==> src/rtl/sctr_pkg.sv <==
package sctr_pkg;
  localparam int ADDR_W = 18;
  localparam int DATA_W = 32;

  localparam logic [ADDR_W-1:0] A_CNT_LO  = 18'h00008;
  localparam logic [ADDR_W-1:0] A_CNT_HI  = 18'h0000C;
  localparam logic [ADDR_W-1:0] A_CMP_LO  = 18'h10020;
  localparam logic [ADDR_W-1:0] A_CMP_HI  = 18'h10024;
  localparam logic [ADDR_W-1:0] A_CTRL    = 18'h1002C;
  localparam logic [ADDR_W-1:0] A_MIR_LO  = 18'h20008;
  localparam logic [ADDR_W-1:0] A_MIR_HI  = 18'h2000C;

  typedef struct packed {
    logic [DATA_W-4:0] spare;
    logic              mask;
    logic              en;
  } ctrl_t;
endpackage

==> src/rtl/sctr_prescale.sv <==
module sctr_prescale #(
  parameter int DIV = 3
) (
  input  logic clk,
  input  logic rst,
  input  logic cnt_en,
  input  logic bypass,
  output logic tick
);
  generate
    if (DIV > 1) begin : g_div
      localparam int PW = $clog2(DIV);
      localparam logic [PW-1:0] LAST = PW'(DIV - 1);
      logic [PW-1:0] phase;

      always_ff @(posedge clk) begin
        if (rst) begin
          phase <= '0;
        end else if (cnt_en && !bypass) begin
          if (phase == LAST) phase <= '0;
          else               phase <= phase + 1'b1;
        end
      end

      assign tick = cnt_en && (bypass || (phase == LAST));
    end else begin : g_nodiv
      logic unused_bypass;
      assign unused_bypass = bypass;
      assign tick = cnt_en;
    end
  endgenerate
endmodule

==> src/rtl/sctr_count.sv <==
module sctr_count #(
  parameter int          CNT_W = 64,
  parameter logic [63:0] INIT  = 64'd0
) (
  input  logic             clk,
  input  logic             rst,
  input  logic             tick,
  output logic [CNT_W-1:0] cnt
);
  always_ff @(posedge clk) begin
    if (rst)       cnt <= INIT[CNT_W-1:0];
    else if (tick) cnt <= cnt + 1'b1;
  end
endmodule

==> src/rtl/sctr_cmp.sv <==
module sctr_cmp
  import sctr_pkg::*;
#(
  parameter int CNT_W = 64,
  parameter int HI_W  = 20
) (
  input  logic              clk,
  input  logic              rst,
  input  logic              tick,
  input  logic [CNT_W-1:0]  cnt,
  input  logic              wr_lo,
  input  logic              wr_hi,
  input  logic              wr_ctrl,
  input  logic [DATA_W-1:0] wdata,
  output logic [DATA_W-1:0] cmp_lo,
  output logic [HI_W-1:0]   cmp_hi,
  output ctrl_t             ctrl,
  output logic              status,
  output logic              irq
);
  localparam int PAD_W = CNT_W - DATA_W - HI_W;

  logic [CNT_W-1:0] cmp_full;
  logic [CNT_W-1:0] cnt_next;
  logic             hit;
  ctrl_t            ctrl_n;
  logic             status_n;

  assign cmp_full = {{PAD_W{1'b0}}, cmp_hi, cmp_lo};
  assign cnt_next = cnt + 1'b1;
  assign hit      = tick && ctrl.en && (cnt_next >= cmp_full);

  always_comb begin
    ctrl_n = ctrl;
    if (wr_ctrl) begin
      ctrl_n.en    = wdata[0];
      ctrl_n.mask  = wdata[1];
      ctrl_n.spare = wdata[DATA_W-1:3];
    end
    if (!ctrl_n.en)  status_n = 1'b0;
    else if (hit)    status_n = 1'b1;
    else             status_n = status;
  end

  always_ff @(posedge clk) begin
    if (rst) begin
      cmp_lo <= '1;
      cmp_hi <= '1;
      ctrl   <= '0;
      status <= 1'b0;
      irq    <= 1'b0;
    end else begin
      if (wr_lo) cmp_lo <= wdata;
      if (wr_hi) cmp_hi <= wdata[HI_W-1:0];
      ctrl   <= ctrl_n;
      status <= status_n;
      irq    <= status_n && ctrl_n.en && !ctrl_n.mask;
    end
  end
endmodule

==> src/rtl/sctr_top.sv <==
module sctr_top
  import sctr_pkg::*;
#(
  parameter int          CNT_W      = 64,
  parameter int          HI_W       = 20,
  parameter int          DIV        = 3,
  parameter logic [63:0] INIT_COUNT = 64'd0
) (
  input  logic              clk,
  input  logic              rst,
  input  logic              cnt_en,
  input  logic              div_bypass,
  input  logic [ADDR_W-1:0] addr,
  input  logic              wr_en,
  input  logic [DATA_W-1:0] wdata,
  output logic [DATA_W-1:0] rdata,
  output logic              irq
);
  localparam int HI_PAD = DATA_W - HI_W;

  logic              tick;
  logic [CNT_W-1:0]  cnt;
  logic [DATA_W-1:0] cmp_lo;
  logic [HI_W-1:0]   cmp_hi;
  ctrl_t             ctrl;
  logic              status;
  logic [DATA_W-1:0] rd_mux;

  sctr_prescale #(.DIV(DIV)) u_pre (
    .clk(clk), .rst(rst), .cnt_en(cnt_en), .bypass(div_bypass), .tick(tick)
  );

  sctr_count #(.CNT_W(CNT_W), .INIT(INIT_COUNT)) u_cnt (
    .clk(clk), .rst(rst), .tick(tick), .cnt(cnt)
  );

  sctr_cmp #(.CNT_W(CNT_W), .HI_W(HI_W)) u_cmp (
    .clk(clk), .rst(rst), .tick(tick), .cnt(cnt),
    .wr_lo(wr_en && (addr == A_CMP_LO)),
    .wr_hi(wr_en && (addr == A_CMP_HI)),
    .wr_ctrl(wr_en && (addr == A_CTRL)),
    .wdata(wdata), .cmp_lo(cmp_lo), .cmp_hi(cmp_hi),
    .ctrl(ctrl), .status(status), .irq(irq)
  );

  always_comb begin
    unique case (addr)
      A_CNT_LO, A_MIR_LO: rd_mux = cnt[DATA_W-1:0];
      A_CNT_HI, A_MIR_HI: rd_mux = cnt[CNT_W-1:DATA_W];
      A_CMP_LO:           rd_mux = cmp_lo;
      A_CMP_HI:           rd_mux = {{HI_PAD{1'b0}}, cmp_hi};
      A_CTRL:             rd_mux = {ctrl.spare, status, ctrl.mask, ctrl.en};
      default:            rd_mux = '0;
    endcase
  end

  always_ff @(posedge clk) begin
    if (rst) rdata <= '0;
    else     rdata <= rd_mux;
  end
endmodule

==> config.mk <==
export PLATFORM = sky130hd
export DESIGN_NAME = sctr_top
export DESIGN_NICKNAME = d
export VERILOG_FILES = /design/src/rtl/sctr_pkg.sv /design/src/rtl/sctr_prescale.sv /design/src/rtl/sctr_count.sv /design/src/rtl/sctr_cmp.sv /design/src/rtl/sctr_top.sv
export SDC_FILE = /design/constraint.sdc
export NUM_CORES = 1
export LEC_CHECK = 0
export BUFFER_PORTS_ARGS = -buffer_cell sky130_fd_sc_hd__buf_2
export CORE_ASPECT_RATIO = 0.9
export CORE_MARGIN = 5
export CORE_UTILIZATION = 45
export DETAILED_ROUTE_END_ITERATION = 6
export PLACE_DENSITY_LB_ADDON = 0.2
export SLEW_MARGIN = 10
export SYNTH_ARGS = -nofsm -noshare
export SYNTH_HDL_FRONTEND = slang
export SYNTH_HIERARCHICAL = 1
export SYNTH_SLANG_ARGS = --single-unit
==> constraint.sdc <==
create_clock -name clk -period 12.5 [get_ports clk]
set_clock_uncertainty 0.15 [all_clocks]
set_input_delay 0.625 -clock clk [delete_from_list [all_inputs] [get_ports clk]]
set_output_delay 0.625 -clock clk [all_outputs]
set_load 0.01 [all_outputs]
==> impl_results.md, run 1 <==
* Met3 WL at 1830 um
* Hold Crit Class: in -> reg
* Synth Area in Adders at 6.39%
* Post-Synth Simple-Gate Area at 24.3%
* Final period util at 41.3%
* Synthesis Warnings at 6
* Synth area leader: dfxtp_1
* Worst-skew pair later-pin latency at 0.44 ns
* Synthesized Nets at 1,360
* EDFF count, synth at 0
* P&R area growth vs syn at 12.7%
* TNS Setup at 0 ns
* Clock transition at path regs at 0.07 ns
* Post-Synth XOR/XNOR Area at 7.29%
* Via count at 9,483
* GRT Resource Usage Total at 23.0%
* Crit path launch type: flop
* Count of cell types in the netlist at 66
* FMAX at 194 MHz
* Status: finished clean
* Reg2Reg Setup Slack at 7.34 ns
* Initial antenna violation count at 0
* Peak supply drop at 0.0973 mV
* Post-synthesis sequential element count at 183
* Maxcap violations at 0
* First-pass GRT wire length at 48,800 um
* Largest net degree at the start of global routing at 64
* Req. time, crit path at 12.73 ns
* Worst reg2reg path endpoint: u_cmp/status$_SDFF_PP0_
* Nets at 1,418
* Die X at 172 um
* Clock buffer depth at 2
* Largest family of logic cells by synthesized area: simple AND/OR/NAND/NOR gates
* Synthesized area at 10,600 um2
* IO Port Bufs at 87
* Antenna diodes at 0
* GPL Wtd Cong at 0.936
* Synth Area in Compound Gates at 13.7%
* Final setup vio count at 0
* Synth top area share at 34.7%
* Leak at 0.00485 uW
* Ports at 88
* Layout cells sized above 1 at 16.1%
* Hpwl dp at 22,000 um
* Mapped Cells at 1,251
* Mean Syn Cell Area at 8.45 um2
* Placement Setup Slack at 7.49 ns
* Post-CTS Setup Inserts at 0
* Hold WS at 0.264 ns
* CP arrival at 5.39 ns
* Endpoint class of the critical path: flop
* Core box area at 23,300 um2
* Ys async rst share at 0%
* Vias per cell at 5.84
* Final ANT Viol Nets at 0
* R2R depth at 14
* Sequential element share of the synthesized area at 34.7%
* Most common flop cell mapped by yosys: dfxtp_1
* TritonCTS clock tree: done
* Hold Buf Count CTS at 0
* Mux contribution to synthesized area at 8.96%
* Vias in the first global route at 8,633
* Cell Pwr Density at 103 nW/um2
* Critical Path End: u_cmp/status$_SDFF_PP0_
* Final WS setup at 7.34 ns
* CTS Sinks at 183
* R2r startpoint: u_cnt/cnt[2]$_SDFFE_PP0P_
* Htree depth at 4
* CP Class: reg -> reg
* RSZ-0062 raised after global routing: no
* Worst setup path startpoint: u_cnt/cnt[2]$_SDFFE_PP0P_
* M1 wire length at 15,100 um
* Met2 routed WL at 13,500 um
* Num rows at 53
* Final wirelength at 30,800 um
* Initial Util at 45.4%
* Largest cells by area after synthesis: dfxtp_1 35%, ha_1 6.4%, mux2_2 5.6%, nand2_1 4.9%, xnor2_1 3.9%
* Rel. slew slack at 36.7%
* DRC viols at 0
* Endpoints failing hold at 0
* DRT iter0 DRCs at 896
* Slew @ Worst Pin at 0.947 ns
* Die footprint at 26,700 um2
* Maximum net fanout on the critical path at 9
* Clk root buf: clkbuf_16
* Count of pins over their slew limit at 0
* WL/cell at 19.0 um
* First-pass DRT Iterations at 5
* Resized Gates After CTS at 0
* Final Critical Period at 5.16 ns
* Die Y at 155 um
* Remaining Overflow, GRT at 0
* Max Used Layer: met4
* Inserted Clock Buffers at 17
## layer usage
| layer | track usage, % | vias up |
|---|---|---|
| met1 | 34.6 | 4552 |
| met2 | 34.5 | 282 |
| met5 | 0 | - |
| met3 | 3.61 | 30 |
| met4 | 5.13 | 0 |
| li1 | - | 4619 |
## cell type report
class                      instances  area, um2
fill                            2184      11400
multi-input combinational        942       6450
sequential                       183       3660
timing repair buffer              97        513
clock buffer                      18        439
tap                              302        378
inverter                          68        255
clock inverter                    14        210
## through the flow
step | instances | cell area [um2] | total power, uW | utilization [%]
detailed placement | 1592 | 11300 | 634 | 48.4
CTS | 1624 | 11900 | 1230 | 51.2
global placement | 1592 | 11300 | 633 | 48.4
finish | 1624 | 11900 | 1220 | 51.2
floorplan | 1251 | 10600 | 615 | -
global route | 1624 | 11900 | 1260 | 51.2
## power by group
| group | total [uW] | internal (uW) | switching [uW] | leakage, uW |
|---|---|---|---|---|
| logic | 35.6 | 12.8 | 22.8 | 0.00307 |
| clock network | 603 | 346 | 256 | 0.000312 |
| registers | 585 | 583 | 1.34 | 0.00148 |
| total | 1220 | 942 | 281 | 0.00485 |
## logic make-up (layout without fill, tap and decap cells)
kind of cell	after synthesis	after routing
and+or+nand+nor	488	488
AOI/OAI and AO/OA	224	224
DFF	183	183
buffers and inverters	126	197
xor gates and xnor gates	88	88
muxes	88	88
adders and majority gates	54	54
## cell usage in the layout (no fill, tap or decap), types with 5 or more instances in the layout
| master | n |
|---|---|
| xnor2_1 | 47 |
| buf_4 | 11 |
| nand4_2 | 5 |
| and3_1 | 16 |
| or4_1 | 11 |
| o31ai_1 | 7 |
| nand4_1 | 56 |
| a21o_1 | 11 |
| and4_1 | 5 |
| or3_1 | 24 |
| o211ai_1 | 51 |
| a22oi_1 | 31 |
| nor2_1 | 102 |
| nand3_1 | 56 |
| nor3_1 | 12 |
| nor2b_1 | 8 |
| nor4_1 | 17 |
| mux2i_1 | 35 |
| o21ai_0 | 26 |
| dfxtp_1 | 183 |
| mux2_2 | 53 |
| inv_1 | 67 |
| nand2_1 | 137 |
| clkbuf_16 | 17 |
| xor2_1 | 41 |
| ha_1 | 54 |
| buf_2 | 86 |
| a21oi_1 | 78 |
## flip-flops by register name (all words and copies together), names as in the netlist
register and cells:
u_cnt/cnt 64, rdata 32, u_cmp/cmp_lo 32, u_cmp/ctrl 31, u_cmp/cmp_hi 20, u_pre/g_div.phase 2
u_cmp/irq 1, u_cmp/status 1
## cells in the mapped netlist, types with 3 or more instances
library cell / count
nand2b_1: 4
nor2b_1: 9
a22oi_1: 31
and2_1: 3
inv_1: 67
or4_1: 11
nand2_1: 137
nand4_1: 56
nor4_1: 17
nand4_2: 5
o21ai_0: 26
xor2_1: 41
o31ai_1: 7
nor2_1: 105
and4_1: 5
nand3_1: 56
a21o_1: 11
clkbuf_1: 35
or3_1: 24
mux2_2: 53
a21oi_1: 78
or2_2: 3
and3_1: 16
ha_1: 54
o211ai_1: 51
mux2i_1: 35
dfxtp_1: 183
nor4_4: 4
nor3_1: 13
buf_1: 9
buf_2: 13
nor3_2: 3
xnor2_1: 47
## worst min path at each step
stage,from,end,slack (ns),cells after the start
final,wdata[22],u_cmp/cmp_lo[22]$_SDFFE_PP1P_,0.26,3
after global routing,wdata[2],u_cmp/cmp_hi[2]$_SDFFE_PP1P_,0.27,3
after CTS,wdata[2],u_cmp/cmp_hi[2]$_SDFFE_PP1P_,0.25,3
after detailed placement,u_cmp/cmp_lo[24]$_SDFFE_PP1P_,rdata[24]$_SDFF_PP0_,0.30,2
after global placement,u_cmp/ctrl[11]$_SDFFE_PP0P_,rdata[12]$_SDFF_PP0_,0.29,2
after floorplan,u_cmp/ctrl[9]$_SDFFE_PP0P_,rdata[10]$_SDFF_PP0_,0.28,2
## critical path: stages (launching register included)
cell      delay, ns
dfxtp_1        0.56
nand2_1        0.11
or4_1          0.71
nor4_4         0.48
nand4_1        0.37
nor2_1         0.29
nand3_1        0.12
xnor2_1        0.16
ha_1           0.32
nand4_1        0.14
or4_1          0.57
or4_1          0.56
a311oi_1       0.30
nor4_1         0.11
a21oi_1        0.13
Note: power is estimated with default switching activity, not from simulation.
==> inputs of run 2 (changes only) <==
- ABC_AREA: not set -> 1
- clock period: 12.5 -> 4.8 ns (I/O delays scaled with it)
==> run 2 against run 1 <==
  * First-iteration DRC count rose by 67%
  * Combinational power rose to 4.0 times the previous value
  * Sequential cell count unchanged
  * Utilization is 0.73 points higher
  * Area after synthesis grew 18%
  * Largest power group is now registers
==> impl_results.md, run 2 <==
* Die X at 185 um (+8.0%)
* Endpoint class of the critical path: flop
* GPL Wtd Cong at 0.986 (+5.3%)
* First-pass GRT wire length at 72,300 um (+48%)
* Inserted Clock Buffers at 17 (unchanged)
* Final Critical Period at 3.86 ns (-1.30 ns)
* Sequential Power Share at 49.8% (+2.0 points)
* Critical-path cell list: ha_1, nand3_1, inv_1, nand2_1, inv_1, nand2_1, nor3_1, nand4_1, xnor2_1, ha_1, nand2_1, nor2_1, nand4_1, nor4_1, nand2_1, nand2_1, nand2_1, nand2_1, nand2_1, nand2_1, nand2_1, nor2_1
* Clock transition at path regs at 0.08 ns (about the same)
* Hold Crit Class: in -> reg
* Internal power at 2270 uW (+140%)
* Synthesis Warnings at 6 (unchanged)
* Final wirelength at 47,800 um (+55%)
* Synth area leader: dfxtp_1
* Rel. slew slack at 15.7% (-21 points)
* Crit path launch type: flop
* Crit-path most repeated cell: nand2_1
* Maximum net fanout on the critical path at 12 (+3)
* DRC viols at 0 (unchanged)
* Hpwl dp at 36,200 um (+64%)
* P&R area growth vs syn at 13.0%
* Clock buffer depth at 2 (unchanged)
* Overall Power at 3060 uW (+150%)
* Psw at 788 uW (+180%)
* Largest net degree at the start of global routing at 63 (-1.6%)
* Largest family of logic cells by synthesized area: simple AND/OR/NAND/NOR gates
* Most frequent cells in the layout: 384 x nor2_1, 373 x nand2_1, 204 x inv_1, 183 x dfxtp_1, 149 x o21ai_0
* IO Port Bufs at 87 (unchanged)
* Via count at 13,425 (+42%)
* Slowest-stage cell, CP: dfxtp_1
* Post-CTS Setup Inserts at 0 (unchanged)
* Remaining Overflow, GRT at 0 (unchanged)
* Worst-skew pair later-pin latency at 0.45 ns (about the same)
* TritonCTS clock tree: done
* Synth Area in Compound Gates at 11.1% (-2.6 points)
* Count of pins over their slew limit at 0 (unchanged)
* Switching share of total power at 25.7% (+2.8 points)
* Comb power frac at 4.7% (+1.8 points)
* Initial Util at 45.9% (+0.53 points)
* Sequential element share of the synthesized area at 29.4% (-5.2 points)
* Final setup vio count at 0 (unchanged)
* TNS Setup at 0 ns (unchanged)
* Post-synth top cells: 386 x nor2_1, 373 x nand2_1, 204 x inv_1, 183 x dfxtp_1, 149 x o21ai_0
* Most common flop cell mapped by yosys: dfxtp_1
* Layout cells sized above 1 at 11.5% (-4.6 points)
* Mean Syn Cell Area at 6.41 um2 (-24%)
* Slew @ Worst Pin at 1.26 ns (+0.317 ns)
* Mapped Cells at 1,941 (+55%)
* Vias per cell at 5.59 (-4.3%)
* Core box area at 27,100 um2 (+16%)
* DRT iter0 DRCs at 1,493 (+67%)
* Clock network power share at 45.5% (-3.8 points)
* Synth Area in Adders at 5.43% (-0.97 points)
* FMAX at 259 MHz (+34%)
* Post-Synth XOR/XNOR Area at 4.86% (-2.4 points)
* Biggest regs: u_cnt/cnt: 64 flops, rdata: 32 flops, u_cmp/cmp_lo: 32 flops
* First-pass DRT Iterations at 6 (+1)
* Post-Synth Simple-Gate Area at 39.7% (+15 points)
* Status: finished clean
* WL/cell at 19.9 um (+4.9%)
* Peak supply drop at 0.241 mV (+150%)
* Antenna diodes at 0 (unchanged)
* Synthesized area at 12,400 um2 (+18%)
* Initial antenna violation count at 0 (unchanged)
* Ports at 88 (unchanged)
* Count of cell types in the netlist at 40 (-39%)
* Reg2Reg Setup Slack at 0.94 ns (-6.40 ns)
* Final ANT Viol Nets at 0 (unchanged)
* Maxcap violations at 0 (unchanged)
* Synthesized Nets at 2,050 (+51%)
* Ys async rst share at 0% (unchanged)
* Max FFs per register at 64 (unchanged)
* Count leader, synth: nor2_1
* Commonest non-fill, non-tap cell in the layout: nor2_1
* Htree depth at 4 (unchanged)
* Clk root buf: clkbuf_16
* Die footprint at 31,100 um2 (+17%)
* Worst path max stage delay at 0.59 ns (-0.12 ns)
* Cell Pwr Density at 218 nW/um2 (+110%)
* CP Class: reg -> reg
* Req. time, crit path at 5.05 ns (-7.68 ns)
* Leak at 0.00611 uW (+26%)
* Die Y at 168 um (+8.0%)
* RSZ-0062 raised after global routing: no
* Post-synthesis sequential element count at 183 (unchanged)
* EDFF count, synth at 0 (unchanged)
* Final period util at 80.4% (+39 points)
* Num rows at 57 (+7.5%)
* Nets at 2,144 (+51%)
* Top reg by flops: u_cnt/cnt
* Synth top area share at 29.4% (-5.2 points)
* GRT Resource Usage Total at 30.0% (+7.0 points)
* Endpoints failing hold at 0 (unchanged)
* CP arrival at 4.11 ns (-1.28 ns)
* CTS Sinks at 183 (unchanged)
* Largest cells by area after synthesis: dfxtp_1 29%, nor2_1 12%, nand2_1 11%, nand4_1 6.4%, inv_1 6.2%
* Mux contribution to synthesized area at 0% (-9.0 points)
* Vias in the first global route at 12,416 (+44%)
## run 2: changes by cell type in the layout (fill, tap and decap cells not counted), moves of 53 or more
cell,change
nor2_1,+282
inv_1,+137
o21ai_0,+123
nand4_1,+71
mux2_2,-53
nand2_1,+236
## run 2: final timing paths
kind,start,to,cells past startpoint
max,u_cnt/cnt[0]$_SDFFE_PP0P_,u_cmp/irq$_SDFF_PP0_,22
min,rst,u_cnt/cnt[33]$_SDFFE_PP0P_,3
max reg2reg,u_cnt/cnt[0]$_SDFFE_PP0P_,u_cmp/irq$_SDFF_PP0_,22
min reg2reg,u_cmp/cmp_lo[27]$_SDFFE_PP1P_,u_cmp/cmp_lo[27]$_SDFFE_PP1P_,2
## run 2: power groups by stage
stage,logic (uW),clock network [uW],registers (uW)
2_1_floorplan,64.4,0,1560
3_5_place_dp,120,0,1560
3_3_place_gp,118,0,1560
6_report,143,1390,1520
5_1_grt,157,1470,1530
4_1_cts,141,1410,1520
## run 2: logic make-up after synthesis
| group | count (synthesis) |
|---|---|
| compound gates | 269 |
| xor+xnor | 69 |
| buf+inv | 282 |
| flops | 183 |
| fa+ha+maj | 54 |
| simple gates | 1084 |
## run 2: layout make-up
cell class / count / area [um2]
multi-input cells: 1476 / 7640
flip-flops and latches: 183 / 3660
clock inverters: 12 / 113
clock buffers: 20 / 447
well taps: 354 / 443
repair buffers: 147 / 971
fillers: 2823 / 13000
inverters: 210 / 788
## run 2: critical path: cells and delay by family, from the launching register on
family                   cells  cell delay [ns]
AND/OR/NAND/NOR             17             2.00
adder cells (fa/ha/maj)      2             0.65
flip-flops                   1             0.59
buffers and inverters        2             0.22
XOR/XNOR                     1             0.19
## run 2: per-layer routing
| metal | up-vias | routed length [um] | GRT usage, % | share of wire (%) |
|---|---|---|---|---|
| met1 | 6218 | 21200 | 41.9 | 44 |
| met4 | 0 | 1210 | 7.88 | 2.5 |
| met5 | - | 0 | 0 | 0 |
| met2 | 617 | 21300 | 47.8 | 45 |
| li1 | 6510 | - | - | - |
| met3 | 80 | 4020 | 5.44 | 8.4 |
## run 2: through the flow
step                setup slack [ns]  std cells  cell area [um2]  utilization [%]  hold WS, ns
CTS                             1.01       2402            14100             51.9        0.179
detailed placement              1.02       2336            13200             48.6        0.322
floorplan                       1.70       1941            12400                -        0.212
global route                   0.638       2402            14100             51.9        0.209
finish                         0.940       2402            14100             51.9        0.186
global placement                1.17       2336            13200             48.6        0.321
## run 2: what timing repair did
| item | in CTS | in global routing |
|---|---|---|
| gates resized for setup | 0 | 0 |
| hold buffers | 34 | 0 |
| hold endpoints to repair | 84 | 0 |
==> inputs of run 3 (changes only) <==
- clock period: 4.8 -> 3.9 ns (I/O delays scaled with it)
==> run 3 against run 2 <==
  * Critical path depth is 3 lower
  * Register-to-register slack worse by 0.67 ns
  * Combinational power is 29% higher
  * Fmax is 6.3% higher
  * Critical endpoint unchanged
==> impl_results.md, run 3 (same netlist as run 2, synthesis figures left out) <==
* Status: finished clean
* Peak supply drop at 0.302 mV (+26%)
* Clock buffer depth at 2 (unchanged)
* TNS Setup at 0 ns (unchanged)
* First-pass DRT Iterations at 5 (-1)
* Nets at 2,172 (+1.3%)
* Dpl cell area at 13,400 um2 (+1.6%)
* P&R area growth vs syn at 15.1%
* Slowest-stage cell, CP: dfxtp_1
* GRT Resource Usage Total at 28.8% (-1.2 points)
* Biggest regs: u_cnt/cnt: 64 flops, rdata: 32 flops, u_cmp/cmp_lo: 32 flops
* Design area at 14,300 um2 (+1.9%)
* Vias in the first global route at 12,410 (-0.048%)
* R2r startpoint: u_cnt/cnt[28]$_SDFFE_PP0P_
* CTS Sinks at 183 (unchanged)
* Vias per cell at 5.56 (-0.46%)
* Endpoints failing hold at 0 (unchanged)
* Layout cells sized above 1 at 12.8% (+1.3 points)
* RSZ-0062 raised after global routing: no
* Leak at 0.00630 uW (+3.1%)
* Htree depth at 4 (unchanged)
* DRT iter0 DRCs at 1,437 (-3.8%)
* Fin util at 52.9% (+1.0 points)
* Max FFs per register at 64 (unchanged)
* Post-CTS Setup Inserts at 0 (unchanged)
* Die footprint at 31,100 um2 (unchanged)
* Hpwl dp at 35,100 um (-3.2%)
* FMAX at 275 MHz (+6.3%)
* Num rows at 57 (unchanged)
* WL/cell at 18.9 um (-5.0%)
* Most frequent cells in the layout: 384 x nor2_1, 373 x nand2_1, 204 x inv_1, 183 x dfxtp_1, 149 x o21ai_0
* Clk root buf: clkbuf_16
* Final ANT Viol Nets at 0 (unchanged)
* Fin cells at 2,430 (+1.2%)
* Antenna diodes at 0 (unchanged)
* Worst path max stage delay at 0.58 ns (about the same)
* Critical-path cell list: nand2_1, nor2_1, nand2_1, nor4_1, buf_4, nand4_1, xor2_1, inv_1, ha_1, a21oi_1, o21ai_0, a211oi_1, nand2_1, nand2_1, nand2_1, nand2_1, nand2_1, nand2_1, nor2_1
* Req. time, crit path at 4.11 ns (-0.94 ns)
* Ports at 88 (unchanged)
* Inserted Clock Buffers at 17 (unchanged)
* Die X at 185 um (unchanged)
* Rel. slew slack at 28.0% (+12 points)
* Remaining Overflow, GRT at 0 (unchanged)
* First-pass GRT wire length at 70,200 um (-3.0%)
* Endpoint class of the critical path: flop
* Final setup vio count at 0 (unchanged)
* Final Critical Period at 3.63 ns (-0.228 ns)
* IO Port Bufs at 87 (unchanged)
* Worst Hold Path EP: u_cmp/cmp_lo[23]$_SDFFE_PP1P_
* Crit-path leading delay family: simple AND/OR/NAND/NOR gates
* Via count at 13,519 (+0.70%)
* CP Buf/Inv Count at 2 (unchanged)
* Commonest non-fill, non-tap cell in the layout: nor2_1
* R2R depth at 19 (-14%)
* DRC viols at 0 (unchanged)
* Cell Pwr Density at 273 nW/um2 (+26%)
* Top reg by flops: u_cnt/cnt
* GPL Wtd Cong at 1.11 (+13%)
* Placed insts at 2,364 (+1.2%)
* Die Y at 168 um (unchanged)
* Maxcap violations at 0 (unchanged)
* Reg2Reg Setup Slack at 0.27 ns (-0.67 ns)
* Worst-skew pair later-pin latency at 0.45 ns (about the same)
* Hold Crit Class: in -> reg
* CP Class: reg -> reg
* Slew @ Worst Pin at 1.08 ns (-0.186 ns)
* Final period util at 93.1% (+13 points)
* Fillcell total at 2,752 (-2.5%)
* TritonCTS clock tree: done
* CP arrival at 3.84 ns (-0.27 ns)
* WHS Path Cells at 3 (unchanged)
* Hold path startpoint: rst
* Clock transition at path regs at 0.08 ns (about the same)
* Initial Util at 45.9% (unchanged)
* Final wirelength at 45,900 um (-3.9%)
* Largest net degree at the start of global routing at 60 (-4.8%)
* Worst reg2reg path endpoint: u_cmp/irq$_SDFF_PP0_
* Crit-path most repeated cell: nand2_1
* Count of pins over their slew limit at 0 (unchanged)
* Crit path launch type: flop
* Initial antenna violation count at 0 (unchanged)
* Maximum net fanout on the critical path at 8 (-4)
* Core box area at 27,100 um2 (unchanged)
-- run 3: cell types whose count changed in the layout (fill, tap and decap cells not counted), moves of 2 or more --
cell,change
clkinvlp_4,-3
inv_6,+2
bufinv_16,+2
buf_4,+28
clkbuf_1,-2
-- run 3: metal layers --
layer | track usage (%) | part of all wire [%]
met5 | 0 | 0
met4 | 8.04 | 2.4
met3 | 4.23 | 7.3
met2 | 44.5 | 44
met1 | 41.8 | 46
-- run 3: layout make-up --
class,count,area [um2],share of cell area (%)
timing repair buffer,175,1180,8.24
inverter,210,788,5.50
multi-input combinational,1476,7640,53.3
tap,354,443,3.09
clock buffer,18,439,3.06
sequential,183,3660,25.6
clock inverter,14,180,1.26
-- run 3: worst max path at each step --
stage | from | end | slack (ns) | depth (start not counted)
6_report | u_cnt/cnt[28]$_SDFFE_PP0P_ | u_cmp/irq$_SDFF_PP0_ | 0.27 | 19
5_1_grt | u_cnt/cnt[2]$_SDFFE_PP0P_ | u_cmp/irq$_SDFF_PP0_ | 0.12 | 19
4_1_cts | u_cnt/cnt[28]$_SDFFE_PP0P_ | u_cmp/irq$_SDFF_PP0_ | 0.43 | 19
3_5_place_dp | u_cnt/cnt[28]$_SDFFE_PP0P_ | u_cmp/status$_SDFF_PP0_ | 0.45 | 19
3_3_place_gp | u_cnt/cnt[28]$_SDFFE_PP0P_ | u_cmp/status$_SDFF_PP0_ | 0.39 | 19
2_1_floorplan | u_cnt/cnt[0]$_SDFFE_PP0P_ | u_cmp/irq$_SDFF_PP0_ | 0.80 | 22
-- run 3: per-stage QoR --
stage               hold WS, ns  setup WS [ns]  total power, uW
floorplan                 0.167          0.801             2000
global placement          0.280          0.387             2070
detailed placement        0.285          0.449             2070
CTS                      0.0758          0.425             3940
global route              0.114          0.125             4040
finish                    0.108          0.269             3920
-- run 3: power by group --
group	switching (uW)	total, uW	internal (uW)
registers	3.72	1870	1870
logic	111	184	73.0
clock network	865	1860	995
total	980	3920	2940
-- run 3: worst reg2reg max path, cell delays in order, from the launching register on --
cell      delay (ns)
dfxtp_1         0.58
nand2_1         0.15
nor2_1          0.20
nand2_1         0.16
nor4_1          0.36
buf_4           0.20
nand4_1         0.14
xor2_1          0.25
inv_1           0.08
ha_1            0.31
a21oi_1         0.14
o21ai_0         0.11
a211oi_1        0.26
nand2_1         0.08
nand2_1         0.06
nand2_1         0.07
nand2_1         0.07
nand2_1         0.05
nand2_1         0.06
nor2_1          0.04
-- run 3: what timing repair did --
item                                   CTS  global route
setup endpoints to repair                0             0
resized for setup                        0             0
endpoints found under the hold margin   85             0
hold buffers                            34             0
